## src/rtl/pq_state_buf.sv

```systemverilog
module pq_state_buf #(
  parameter int NSRC = 8,
  parameter logic [NSRC-1:0] STORE_EOI_EN = '1,
  localparam int SW = (NSRC > 1) ? $clog2(NSRC) : 1,
  localparam int AW = 12 + SW
) (
  input  logic            clk,
  input  logic            rst_n,
  input  logic [NSRC-1:0] trig,
  input  logic            mmio_req,
  input  logic            mmio_we,
  input  logic [AW-1:0]   mmio_addr,
  output logic            mmio_rvalid,
  output logic [63:0]     mmio_rdata,
  output logic            ntf_valid,
  input  logic            ntf_ready,
  output logic [SW-1:0]   ntf_src
);

  logic [1:0]      pq_q  [NSRC];
  logic [1:0]      pq_nx [NSRC];
  logic [NSRC-1:0] need_q, need_nx;
  logic [1:0]      old_pq, rd_q;
  logic            rvalid_q;

  wire [SW-1:0] sel     = mmio_addr[AW-1:12];
  wire          magic   = (mmio_addr[7:0] == 8'h00);
  wire          is_load = mmio_req & ~mmio_we;
  wire          ld_eoi  = is_load & magic & (mmio_addr[11:8] == 4'h0);
  wire          ld_set  = is_load & magic & (mmio_addr[11:10] == 2'b11);
  wire          st_eoi  = mmio_req & mmio_we & magic & (mmio_addr[11:8] == 4'h4);

  always_comb begin
    ntf_src = '0;
    for (int i = NSRC - 1; i >= 0; i--)
      if (need_q[i]) ntf_src = i[SW-1:0];
  end
  assign ntf_valid = |need_q;

  always_comb begin
    old_pq = 2'b00;
    for (int i = 0; i < NSRC; i++) begin
      logic       hit, emit;
      logic [1:0] m;
      hit  = mmio_req && (sel == i[SW-1:0]);
      m    = pq_q[i];
      emit = 1'b0;
      if (hit) old_pq = pq_q[i];
      if (hit && (ld_eoi || (st_eoi && STORE_EOI_EN[i]))) begin
        if (m != 2'b01) begin
          if (m[0]) begin
            m    = 2'b10;
            emit = 1'b1;
          end else begin
            m = 2'b00;
          end
        end
      end else if (hit && ld_set) begin
        m = mmio_addr[9:8];
      end
      if (trig[i]) begin
        case (m)
          2'b00:   begin m = 2'b10; emit = 1'b1; end
          2'b10:   m = 2'b11;
          default: m = m;
        endcase
      end
      pq_nx[i] = m;
      need_nx[i] = (need_q[i] & ~(ntf_valid & ntf_ready & (ntf_src == i[SW-1:0]))) | emit;
    end
  end

  always_ff @(posedge clk) begin
    if (!rst_n) begin
      for (int i = 0; i < NSRC; i++) pq_q[i] <= 2'b01;
      need_q   <= '0;
      rvalid_q <= 1'b0;
      rd_q     <= 2'b00;
    end else begin
      for (int i = 0; i < NSRC; i++) pq_q[i] <= pq_nx[i];
      need_q   <= need_nx;
      rvalid_q <= is_load;
      if (is_load) rd_q <= old_pq;
    end
  end

  assign mmio_rvalid = rvalid_q;
  assign mmio_rdata  = {62'd0, rd_q};

endmodule

```

## config.mk

```make
export PLATFORM = sky130hd
export DESIGN_NAME = pq_state_buf
export DESIGN_NICKNAME = d
export VERILOG_FILES = /design/src/rtl/pq_state_buf.sv
export SDC_FILE = /design/constraint.sdc
export NUM_CORES = 1
export LEC_CHECK = 0
export ABC_AREA = 1
export BUFFER_PORTS_ARGS = -buffer_cell sky130_fd_sc_hd__buf_4
export CAP_MARGIN = 30
export CORE_MARGIN = 2
export CORE_UTILIZATION = 50
export DETAILED_ROUTE_END_ITERATION = 8
export PLACE_DENSITY_LB_ADDON = 0.08
export SYNTH_ARGS = -nofsm -noshare
export SYNTH_HDL_FRONTEND = slang
export SYNTH_SLANG_ARGS = --single-unit
```

## constraint.sdc

```tcl
create_clock -name clk -period 1.8 [get_ports clk]
set_input_delay 0 -clock clk [delete_from_list [all_inputs] [get_ports clk]]
set_output_delay 0 -clock clk [all_outputs]
set_load 0.01 [all_outputs]
```

# Word level (Yosys, flattened, before mapping)
# Memories as Yosys holds them, arrays and structs flattened.
# Cells that the tools add are included.
# W data, S select, Z words.
# classes
n_addsub	0
mul	0
div	0
n_lt_le_gt_ge	0
n_eq_ne	32
shifts	0
n_mux	114
bitwise_logic	49
n_reduce_logical	38
# op_table
operator	n
$mux W2	56
$mux W1	42
$pmux W2 S2	8
$and A1 B1 Y1	24
$eq A3 B3 Y1 const B	8
$logic_and A1 B1 Y1	24
$mux W3	8
$eq A2 B2 Y1 const B	9
$logic_not A2 Y1	8
$ne A2 B1 Y1 const B	8
$or A1 B1 Y1	16
$eq A3 B2 Y1 const B	4
$not A1 Y1	9
$logic_not A8 Y1	1
$reduce_or A8 Y1	1
$eq A3 B1 Y1 const B	2
$logic_not A3 Y1	2
$eq A4 B3 Y1 const B	1
$logic_not A4 Y1	1
$logic_or A1 B1 Y1	1
# word_totals
register_bits	11
latch_bits	0
ramBits	16
rom_bits	0
word_cells	237
n_memories	1
# mem_list
memory	depth	word_bits	read_ports	rd_ports_with_merged_regs	write_ports	line_no	text
pq_q	8	2	8	0	8	20	logic [1:0] pq_q [NSRC];

# Longest topological paths before layout
# Gate-level depths: netlist of run 1.
# logic_depth
word_depth	13
ltp_mapped	13
ltp_nobuf	13

# Worst setup path before layout of run 1
# Ideal clock, no wire load.
# synth_path
path_type	register to register
startpoint	reg need_q[4]
endpoint	reg need_q[3]
arrival_time_ns	1.369
required_time_ns	1.665
slack_ns	0.296
stages_incl_launch_ff	9
period_less_slack_ns	1.504
cell_sequence	dfxtp_1 nor2_1 o21ai_0 a31oi_1 nand2_1 o21ai_0 o21ai_0 inv_1 a21oi_1
# synth_via
elab_chain_cells	10
elab_cells_between_ends	12
# synth_lines
item	line_no	text
start: declaration	22	logic [NSRC-1:0] need_q, need_nx;
start signal: assignment	81	need_q <= need_nx;
$mux W3 (5 in a row)	36	if (need_q[i]) ntf_src = i[SW-1:0];
named net ntf_src[1]	17	output logic [SW-1:0] ntf_src
$eq A3 B2 Y1	69	need_nx[i] = (need_q[i] & ~(ntf_valid & ntf_ready & (ntf_src == i[SW-1:0]))) | emit;
$and A1 B1 Y1	69	
$not A1 Y1	69	
$and A1 B1 Y1	69	
$or A1 B1 Y1	69	
# The timed path passes the listed nets, and every way through them passes these cells.
# A chain may end at the register's enable or synchronous reset.

==> results of run 1 <==
==> state kept, by name (all words and copies together), names as in the netlist <==
signal and count:
rd_q 2, mmio_rvalid 1, need_q 8, pq_q 16
==> layout by cell type (no fill, tap or decap) <==
master,instances
nor2_1,27
a31oi_1,2
nor2_4,4
dlygate4sd3_1,10
buf_4,39
nor2_8,1
buf_12,1
o22ai_1,3
o21ai_1,2
clkinv_1,2
nand2_1,99
o21ai_2,1
conb_1,62
clkinv_2,3
nand2_4,5
o211ai_1,3
inv_1,47
nor3_1,7
nand4_1,7
nand3_2,6
nor2_2,3
nand3_1,50
a21oi_2,5
nand3b_1,1
inv_2,5
nand2_2,14
a21oi_1,17
clkbuf_8,3
dfxtp_1,27
o21ai_0,7
==> final cells by class <==
class,count,area share
clock buffer,3,0.0144
inverter,56,0.0742
sequential,27,0.189
multi-input combinational,326,0.546
clock inverter,1,0.00175
tap,70,0.0306
timing repair buffer,50,0.144
==> worst max-delay path, stage by stage <==
cell	delay [ns]
buf_4	0.11
nor2_1	0.09
nand2_1	0.10
nor2_4	0.21
nand2_4	0.08
nor2_4	0.11
buf_12	0.17
nand3_1	0.09
nand3_2	0.10
nand2_1	0.07
nand2_1	0.06
nand3_1	0.05
dlygate4sd3_1	0.55
==> worst max-delay path by stage <==
| stage | start | endpoint | slack [ns] |
|---|---|---|---|
| 4_1_cts | mmio_addr[5] | pq_q[1][6]$_SDFF_PN1_ | 0.13 |
| 2_1_floorplan | need_q[4]$_SDFF_PN0_ | need_q[3]$_SDFF_PN0_ | 0.30 |
| 3_3_place_gp | mmio_addr[0] | pq_q[1][1]$_SDFF_PN0_ | 0.27 |
| 6_report | mmio_addr[0] | pq_q[1][6]$_SDFF_PN1_ | 0.19 |
| 5_1_grt | need_q[0]$_SDFF_PN0_ | need_q[7]$_SDFF_PN0_ | 0.004 |
| 3_5_place_dp | mmio_addr[5] | need_q[2]$_SDFF_PN0_ | 0.23 |
==> per-layer routing <==
metal  vias up  global-route usage
met5         -                   0
met4         0              0.0327
met3         6              0.0214
met2        80               0.360
met1      1108               0.294
li1       1289                   -
==> where the power goes <==
part / internal (mW) / leakage (nW) / switching (mW)
registers: 0.600 / 0.218 / 0.00133
clock network: 0.155 / 0.0255 / 0.215
logic: 0.0759 / 1.28 / 0.154
==> cell families (layout without fill, tap and decap cells) <==
logic type / Yosys count / count (layout) / share of synthesized area
and+or+nand+nor: 224 / 224 / 0.422
buffers and inverters: 123 / 110 / 0.276
AOI/OAI and AO/OA: 40 / 40 / 0.0913
DFF: 27 / 27 / 0.209
other: 1 / 62 / 0.00145
==> what timing repair did <==
item	4_1_cts	5_1_grt
endpoints found under the hold margin	17	1
hold buffers	9	1
endpoints found under the setup margin	0	1
resized for setup	0	1
==> reports/results.txt, run 1 <==
Status -> finished clean
Yosys warnings -> 0
Synth Register Bits -> 27
Mapped cell area -> 2590 um^2
RSZ-0062 raised after global routing -> no
DP Area -> 2720 um^2
Core Region -> 5040 um^2
Clk sinks -> 27
Setup Buffers After CTS -> 0
Die X-Extent -> 76.0 um
Ranking of synthesized cells by area -> dfxtp_1 (21%), buf_4 (18%), nand2_1 (14%)
Post-Route Skew -> 0.0126 ns
Setup slack after layout -> 0.187 ns
Power Dens Cells -> 419 nW/um^2
Share of cells above drive strength 1 -> 0.194
Vias per inst -> 4.66
CTS Buffer Depth -> 2
Pre-CTS WS -> 0.228 ns
Top-count cell post-synth -> nand2_1
Final Cycle Share -> 0.896
Dominant cell type by area after synthesis -> dfxtp_1
Die Y -> 76.0 um
Multi-input combinational cell area -> 1570 um^2
CTS tree -> done
CTS root buf -> clkbuf_8
Inserted Clock Buffers -> 3
Hold Crit Depth -> 4
Min-delay src -> ntf_ready
DR WL met2 -> 2870 um
Post-Syn Area per Cell -> 6.24 um^2
Worst-Skew Late Latency -> 0.28 ns
WL final -> 6070 um
I/O Pins -> 97
Wire per inst -> 11.4 um
Met1 Routed Length -> 2870 um
Port buffer count -> 34
Final ANT Viol Nets -> 0
Layout area overhead -> 10.7%
DR pass1 iterations -> 5
Crit path kind -> input port to flop
Max-slew violations -> 0
First-pass GRT wire length -> 10200 um
Sequential cell area -> 541 um^2
Initial core utilization -> 0.513
Highest routed layer -> met4
Crit. End Element -> flop
Antenna violations before repair -> 0
Starting DRC count in detailed routing -> 115
Vias in the first global route -> 2209
CTS H-tree depth -> 1
Synth top area share -> 0.209
Cell row count -> 26
Syn Inst Count -> 415
Design area -> 2870 um^2
Drt drc -> 0
GR Overflow Total -> 0
WHS -> 0.0163 ns
Worst r2r dst -> need_q[5]$_SDFF_PN0_
Worst hold path type -> input port to flop
# fillers -> 534
Reg2Reg Setup Slack -> 0.27 ns
Max-cap viol count -> 0
Post-synth EDFFs -> 0
Setup Viol. Count Final -> 0
Die area -> 5770 um^2
Final Hold Viols -> 0
Most used flip-flop cell after synthesis -> dfxtp_1
Crit path required time -> 1.98 ns
Most frequent cells after synthesis -> nand2_1 (99), buf_4 (63), nand3_1 (50)
Reg-to-Reg Start -> need_q[7]$_SDFF_PN0_
Fin cells -> 533
Setup_tns -> 0 ns
Fin util -> 0.568
Peak VDD IR -> 0.000445 V
Placed cells -> 519
# diodes -> 0
Final GP Congestion -> 0.834
Seq/Total Area, Yosys -> 0.209
Layout Nets -> 492
Worst Path Arrival -> 1.80 ns
Final Critical Period -> 1.61 ns
Critical Path Source Type -> input port
Pin count of the biggest net entering global routing -> 21
Static leakage -> 1.53 nW
Via Count -> 2483
Reg clk slew, reported paths -> 0.11 ns
Max Fanout on Critical Path -> 20
DR WL met3 -> 279 um
Total Power -> 1.20 mW
Max frequency -> 0.620 GHz
Post-DP HPWL -> 4870 um
Async set or reset register ratio after synthesis -> 0
Global Route Usage Sum -> 0.211
FF-to-FF path depth -> 13
Netlist cell types -> 29
Hold EP -> need_q[0]$_SDFF_PN0_
Power figures use the tool's default switching activity.
==> run 2, diff against run 1 <==
==> constraint.sdc (replaced) <==
create_clock -name clk -period 1.8 [get_ports clk]
set_input_delay 0 -clock clk [delete_from_list [all_inputs] [get_ports clk]]
set_output_delay 0 -clock clk [all_outputs]
set_load 0.05 [all_outputs]
==> reports/results.txt, run 2 (synthesis results as in run 1) <==
Int Power -> 0.839 mW (+0.81%)
Peak VDD IR -> 0.000315 V (-29%)
Max frequency -> 0.588 GHz (-5.2%)
Clk sinks -> 27 (unchanged)
Crit path required time -> 1.99 ns (about the same)
Final Cycle Share -> 0.945 (+0.0489)
Critical Path Source Type -> input port
Drt drc -> 0 (unchanged)
Initial core utilization -> 0.513 (unchanged)
Commonest non-fill, non-tap cell in the layout -> nand2_1
Critical path, cell by cell -> buf_4, nor2_1, nand2_1, nor2_4, nand3_1, nand2_4, buf_4, nand2_4, nand3_2, nand2_1, nand2_1, nand3_1, dlygate4sd3_1
Inserted Clock Buffers -> 3 (unchanged)
Final Critical Period -> 1.70 ns (+0.0880 ns)
WL final -> 6040 um (-0.35%)
Worst hold path type -> input port to flop
Setup Viol. Count Final -> 0 (unchanged)
Final ANT Viol Nets -> 0 (unchanged)
Worst Path Arrival -> 1.89 ns (+0.09 ns)
Die X-Extent -> 76.0 um (unchanged)
Core Region -> 5040 um^2 (unchanged)
Most frequent cells in the layout -> nand2_1 (98), conb_1 (62), nand3_1 (50)
Max-cap viol count -> 0 (unchanged)
Crit-path slowest cell -> dlygate4sd3_1
Sequential fraction of design power -> 0.417 (-0.084)
Max FFs per register -> 16 (unchanged)
GRT busiest layer -> met2
Combinational Power Share -> 0.321 (+0.130)
Clock power frac -> 0.262 (-0.046)
Met1 usage -> 0.272 (-0.0224)
Final GP Congestion -> 0.885 (+6.1%)
CTS tree -> done
Post-Route Skew -> 0.0102 ns (-0.00247 ns)
Die Y -> 76.0 um (unchanged)
Worst-Skew Late Latency -> 0.29 ns (about the same)
CP peak stage delay -> 0.55 ns (about the same)
Max Fanout on Critical Path -> 11 (-45%)
Wire per inst -> 11.2 um (-1.5%)
RSZ-0062 raised after global routing -> yes
Pin count of the biggest net entering global routing -> 21 (unchanged)
Crit path top cell by count -> nand2_1
CTS root buf -> clkbuf_8
Largest Register -> pq_q
Top flop regs -> pq_q (16), need_q (8), rd_q (2)
# diodes -> 0 (unchanged)
Reg clk slew, reported paths -> 0.11 ns (about the same)
Die area -> 5770 um^2 (unchanged)
Vias per inst -> 4.60 (-1.3%)
Total Power -> 1.44 mW (+20%)
Net Sw Frac -> 0.419 (+0.111)
Final Hold Viols -> 0 (unchanged)
Routing usage on met3 -> 0.0321 (+0.0107)
DR pass1 iterations -> 4 (-1)
Layout Nets -> 498 (+1.2%)
Port buffer count -> 34 (unchanged)
GRT met2 Usage -> 0.388 (+0.0277)
Starting DRC count in detailed routing -> 96 (-17%)
Status -> finished clean
Share of cells above drive strength 1 -> 0.203 (+0.00817)
CTS Buffer Depth -> 2 (unchanged)
First-pass GRT wire length -> 10100 um (-0.40%)
Vias in the first global route -> 2273 (+2.9%)
Static leakage -> 1.54 nW (+1.1%)
GR Overflow Total -> 0 (unchanged)
CTS H-tree depth -> 1 (unchanged)
I/O Pins -> 97 (unchanged)
P_sw -> 0.604 mW (+63%)
Power Dens Cells -> 490 nW/um^2 (+17%)
Crit. End Element -> flop
Antenna violations before repair -> 0 (unchanged)
Via Count -> 2478 (-0.20%)
Layout area overhead -> 13.9%
Post-DP HPWL -> 4730 um (-2.8%)
Max-slew violations -> 0 (unchanged)
Crit path kind -> input port to flop
Global Route Usage Sum -> 0.217 (+0.00589)
Setup_tns -> 0 ns (unchanged)
Cell row count -> 26 (unchanged)
==> run 2: critical path: cells and delay by family <==
| family | cells | cell delay [ns] |
|---|---|---|
| buffers and inverters | 3 | 0.81 |
| and+or+nand+nor | 10 | 1.07 |
==> run 2: layout make-up <==
cell class | count | area [um^2]
multi-input combinational | 326 | 1580
clock buffer | 3 | 41.3
timing repair buffer | 56 | 473
clock inverter | 1 | 8.76
sequential | 27 | 541
inverter | 56 | 213
tap | 70 | 87.6
fill | 525 | 2090
==> run 2: path summary, 6_finish.rpt <==
check	from	depth (start not counted)	endpoint	slack, ns
max	mmio_addr[1]	13	pq_q[0][2]$_SDFF_PN1_	0.1
max reg2reg	pq_q[1][4]$_SDFF_PN1_	7	pq_q[1][4]$_SDFF_PN1_	0.26
min	ntf_ready	4	need_q[0]$_SDFF_PN0_	0.001
min reg2reg	rd_q[0]$_SDFFE_PN0N_	2	rd_q[0]$_SDFFE_PN0N_	0.48
==> run 2: through the flow <==
| stage | cell area, um^2 | setup slack [ns] | hold WS [ns] | cells | util |
|---|---|---|---|---|---|
| after global routing | 2950 | -0.0529 | 0.0153 | 539 | 0.585 |
| after global placement | 2710 | 0.188 | 0.221 | 517 | 0.537 |
| final | 2950 | 0.0988 | 0.00128 | 539 | 0.585 |
| after floorplan | 2820 | 0.0404 | 0.113 | 476 | - |
| after CTS | 2910 | 0.0575 | 0.000138 | 536 | 0.576 |
| after detailed placement | 2710 | 0.197 | 0.223 | 517 | 0.537 |
==> run 2: routing by layer <==
metal	routed length, um	part of all wire
met1	2610	0.43
met2	3050	0.50
met3	304	0.050
met4	77	0.013
met5	0	0
==> run 2: what timing repair did <==
action	4_1_cts	5_1_grt
hold endpoints to repair	17	0
buffers inserted	0	3
hold buffers	15	0
resized for setup	0	5
setup endpoints to repair	0	9
==> run 2: power groups by stage <==
stage          Clock [mW]  Sequential (mW)  Combinational, mW
2_1_floorplan           0            0.628              0.451
3_3_place_gp            0            0.616              0.444
3_5_place_dp            0            0.616              0.446
4_1_cts             0.400            0.602              0.459
5_1_grt             0.419            0.602              0.486
6_report            0.378            0.602              0.464
==> run 3, diff against run 2 <==
- CORE_MARGIN: 2 -> 1.5
==> reports/results.txt, run 3 (synthesis results as in run 1) <==
Final Cycle Share -> 0.923 (-0.0217)
Crit. End Element -> flop
Sequential cell area -> 541 um^2 (unchanged)
Final Hold Viols -> 0 (unchanged)
Max-slew violations -> 0 (unchanged)
Power Dens Cells -> 490 nW/um^2 (+0.18%)
Share of cells above drive strength 1 -> 0.202 (-0.000408)
Max Fanout on Critical Path -> 20 (+9)
Cell row count -> 26 (unchanged)
Die area -> 5620 um^2 (-2.6%)
# diodes -> 0 (unchanged)
Die X-Extent -> 75.0 um (-1.3%)
Status -> finished clean
I/O Pins -> 97 (unchanged)
Layout Nets -> 494 (-0.80%)
Pin count of the biggest net entering global routing -> 21 (unchanged)
Largest Register -> pq_q
First-pass GRT wire length -> 9420 um (-7.1%)
Max-cap viol count -> 0 (unchanged)
Vias in the first global route -> 2096 (-7.8%)
Final Critical Period -> 1.66 ns (-0.0390 ns)
CTS root buf -> clkbuf_8
CTS H-tree depth -> 1 (unchanged)
Post-Route Skew -> 0.00924 ns (-0.000919 ns)
Fin util -> 0.577 (-0.00769)
Critical Path Source Type -> input port
Vias per inst -> 4.62 (+0.59%)
Core Region -> 5040 um^2 (unchanged)
CTS Buffer Depth -> 2 (unchanged)
Clk sinks -> 27 (unchanged)
Setup_tns -> 0 ns (unchanged)
GR Overflow Total -> 0 (unchanged)
Port buffer count -> 34 (unchanged)
Max frequency -> 0.602 GHz (+2.3%)
Final GP Congestion -> 0.820 (-7.4%)
# fillers -> 532 (+1.3%)
RSZ-0062 raised after global routing -> yes
Starting DRC count in detailed routing -> 154 (+60%)
Reg clk slew, reported paths -> 0.10 ns (about the same)
Global Route Usage Sum -> 0.218 (+0.000945)
Die Y -> 75.0 um (-1.3%)
WL final -> 5980 um (-1.1%)
Multi-input combinational cell area -> 1590 um^2 (+0.32%)
Max FFs per register -> 16 (unchanged)
Inserted Clock Buffers -> 3 (unchanged)
Peak VDD IR -> 0.000371 V (+18%)
Via Count -> 2474 (-0.16%)
Most frequent cells in the layout -> nand2_1 (99), conb_1 (62), nand3_1 (50)
Final ANT Viol Nets -> 0 (unchanged)
Initial core utilization -> 0.513 (unchanged)
Post-DP HPWL -> 4700 um (-0.80%)
Design area -> 2910 um^2 (-1.3%)
CTS tree -> done
Layout area overhead -> 12.4%
DP Area -> 2710 um^2 (unchanged)
DR pass1 iterations -> 4 (unchanged)
Crit path required time -> 1.98 ns (about the same)
Worst-Skew Late Latency -> 0.28 ns (about the same)
Wire per inst -> 11.2 um (-0.35%)
Drt drc -> 0 (unchanged)
Crit path kind -> input port to flop
Static leakage -> 1.54 nW (-0.60%)
Setup Viol. Count Final -> 0 (unchanged)
Top flop regs -> pq_q (16), need_q (8), rd_q (2)
Commonest non-fill, non-tap cell in the layout -> nand2_1
Worst hold path type -> input port to flop
Antenna violations before repair -> 0 (unchanged)
Worst Path Arrival -> 1.84 ns (-0.05 ns)
run 3: cell types whose count changed in the layout (fill, tap and decap cells not counted), sizes merged:
cell / before / now
dlygate4sd3: 14 / 11
clkinvlp: 0 / 1
dlymetal6s4s: 1 / 0
inv: 53 / 52
run 3: cell type report:
type	instances	share of cell area
multi-input combinational	326	0.546
sequential	27	0.186
clock buffer	3	0.0142
tap	70	0.0301
clock inverter	1	0.00258
timing repair buffer	52	0.148
inverter	56	0.0731
run 3: path summary, 6_finish.rpt:
kind,slack (ns),from,cells past startpoint,end
worst max-delay path,0.14,mmio_addr[0],13,pq_q[1][4]$_SDFF_PN1_
worst min-delay path,0.01,ntf_ready,4,need_q[0]$_SDFF_PN0_
worst max register to register,0.27,pq_q[1][4]$_SDFF_PN1_,7,pq_q[1][4]$_SDFF_PN1_
worst min register to register,0.48,rd_q[0]$_SDFFE_PN0N_,2,rd_q[0]$_SDFFE_PN0N_
run 3: power breakdown:
group,switching [mW],internal (mW)
clock network,0.204,0.157
logic,0.387,0.0762
registers,0.00164,0.600
total,0.593,0.834
run 3: per-stage QoR:
| step | setup slack [ns] | hold slack [ns] | instances | power, mW |
|---|---|---|---|---|
| finish | 0.138 | 0.0126 | 535 | 1.43 |
| floorplan | 0.0404 | 0.113 | 476 | 1.08 |
| global route | -0.0280 | 0.0498 | 535 | 1.50 |
| global placement | 0.207 | 0.218 | 517 | 1.06 |
| CTS | 0.0730 | 0.0115 | 532 | 1.44 |
| detailed placement | 0.200 | 0.226 | 517 | 1.06 |
run 3: timing repair:
action	in CTS	in global routing
hold buffers	11	0
endpoints found under the hold margin	18	0
resized for setup	0	5
setup endpoints to repair	0	7
buffers inserted	0	3
run 3: metal layers:
metal / vias up / wire [um] / track usage / share of wire
met1: 1098 / 2820 / 0.296 / 0.47
li1: 1303 / - / - / -
met2: 69 / 2850 / 0.367 / 0.48
met5: - / 0 / 0 / 0
met3: 4 / 252 / 0.0335 / 0.042
met4: 0 / 60 / 0.0424 / 0.010
run 3: worst max-delay path, stage by stage:
cell and delay (ns):
buf_4 0.11, nor2_1 0.09, nand2_1 0.10, nor2_4 0.21
nand2_4 0.08, nor2_4 0.10, buf_12 0.16, nand3_1 0.08
nand3_1 0.12, nand2_1 0.09, nand2_1 0.06, nand3_1 0.06
dlygate4sd3_1 0.55
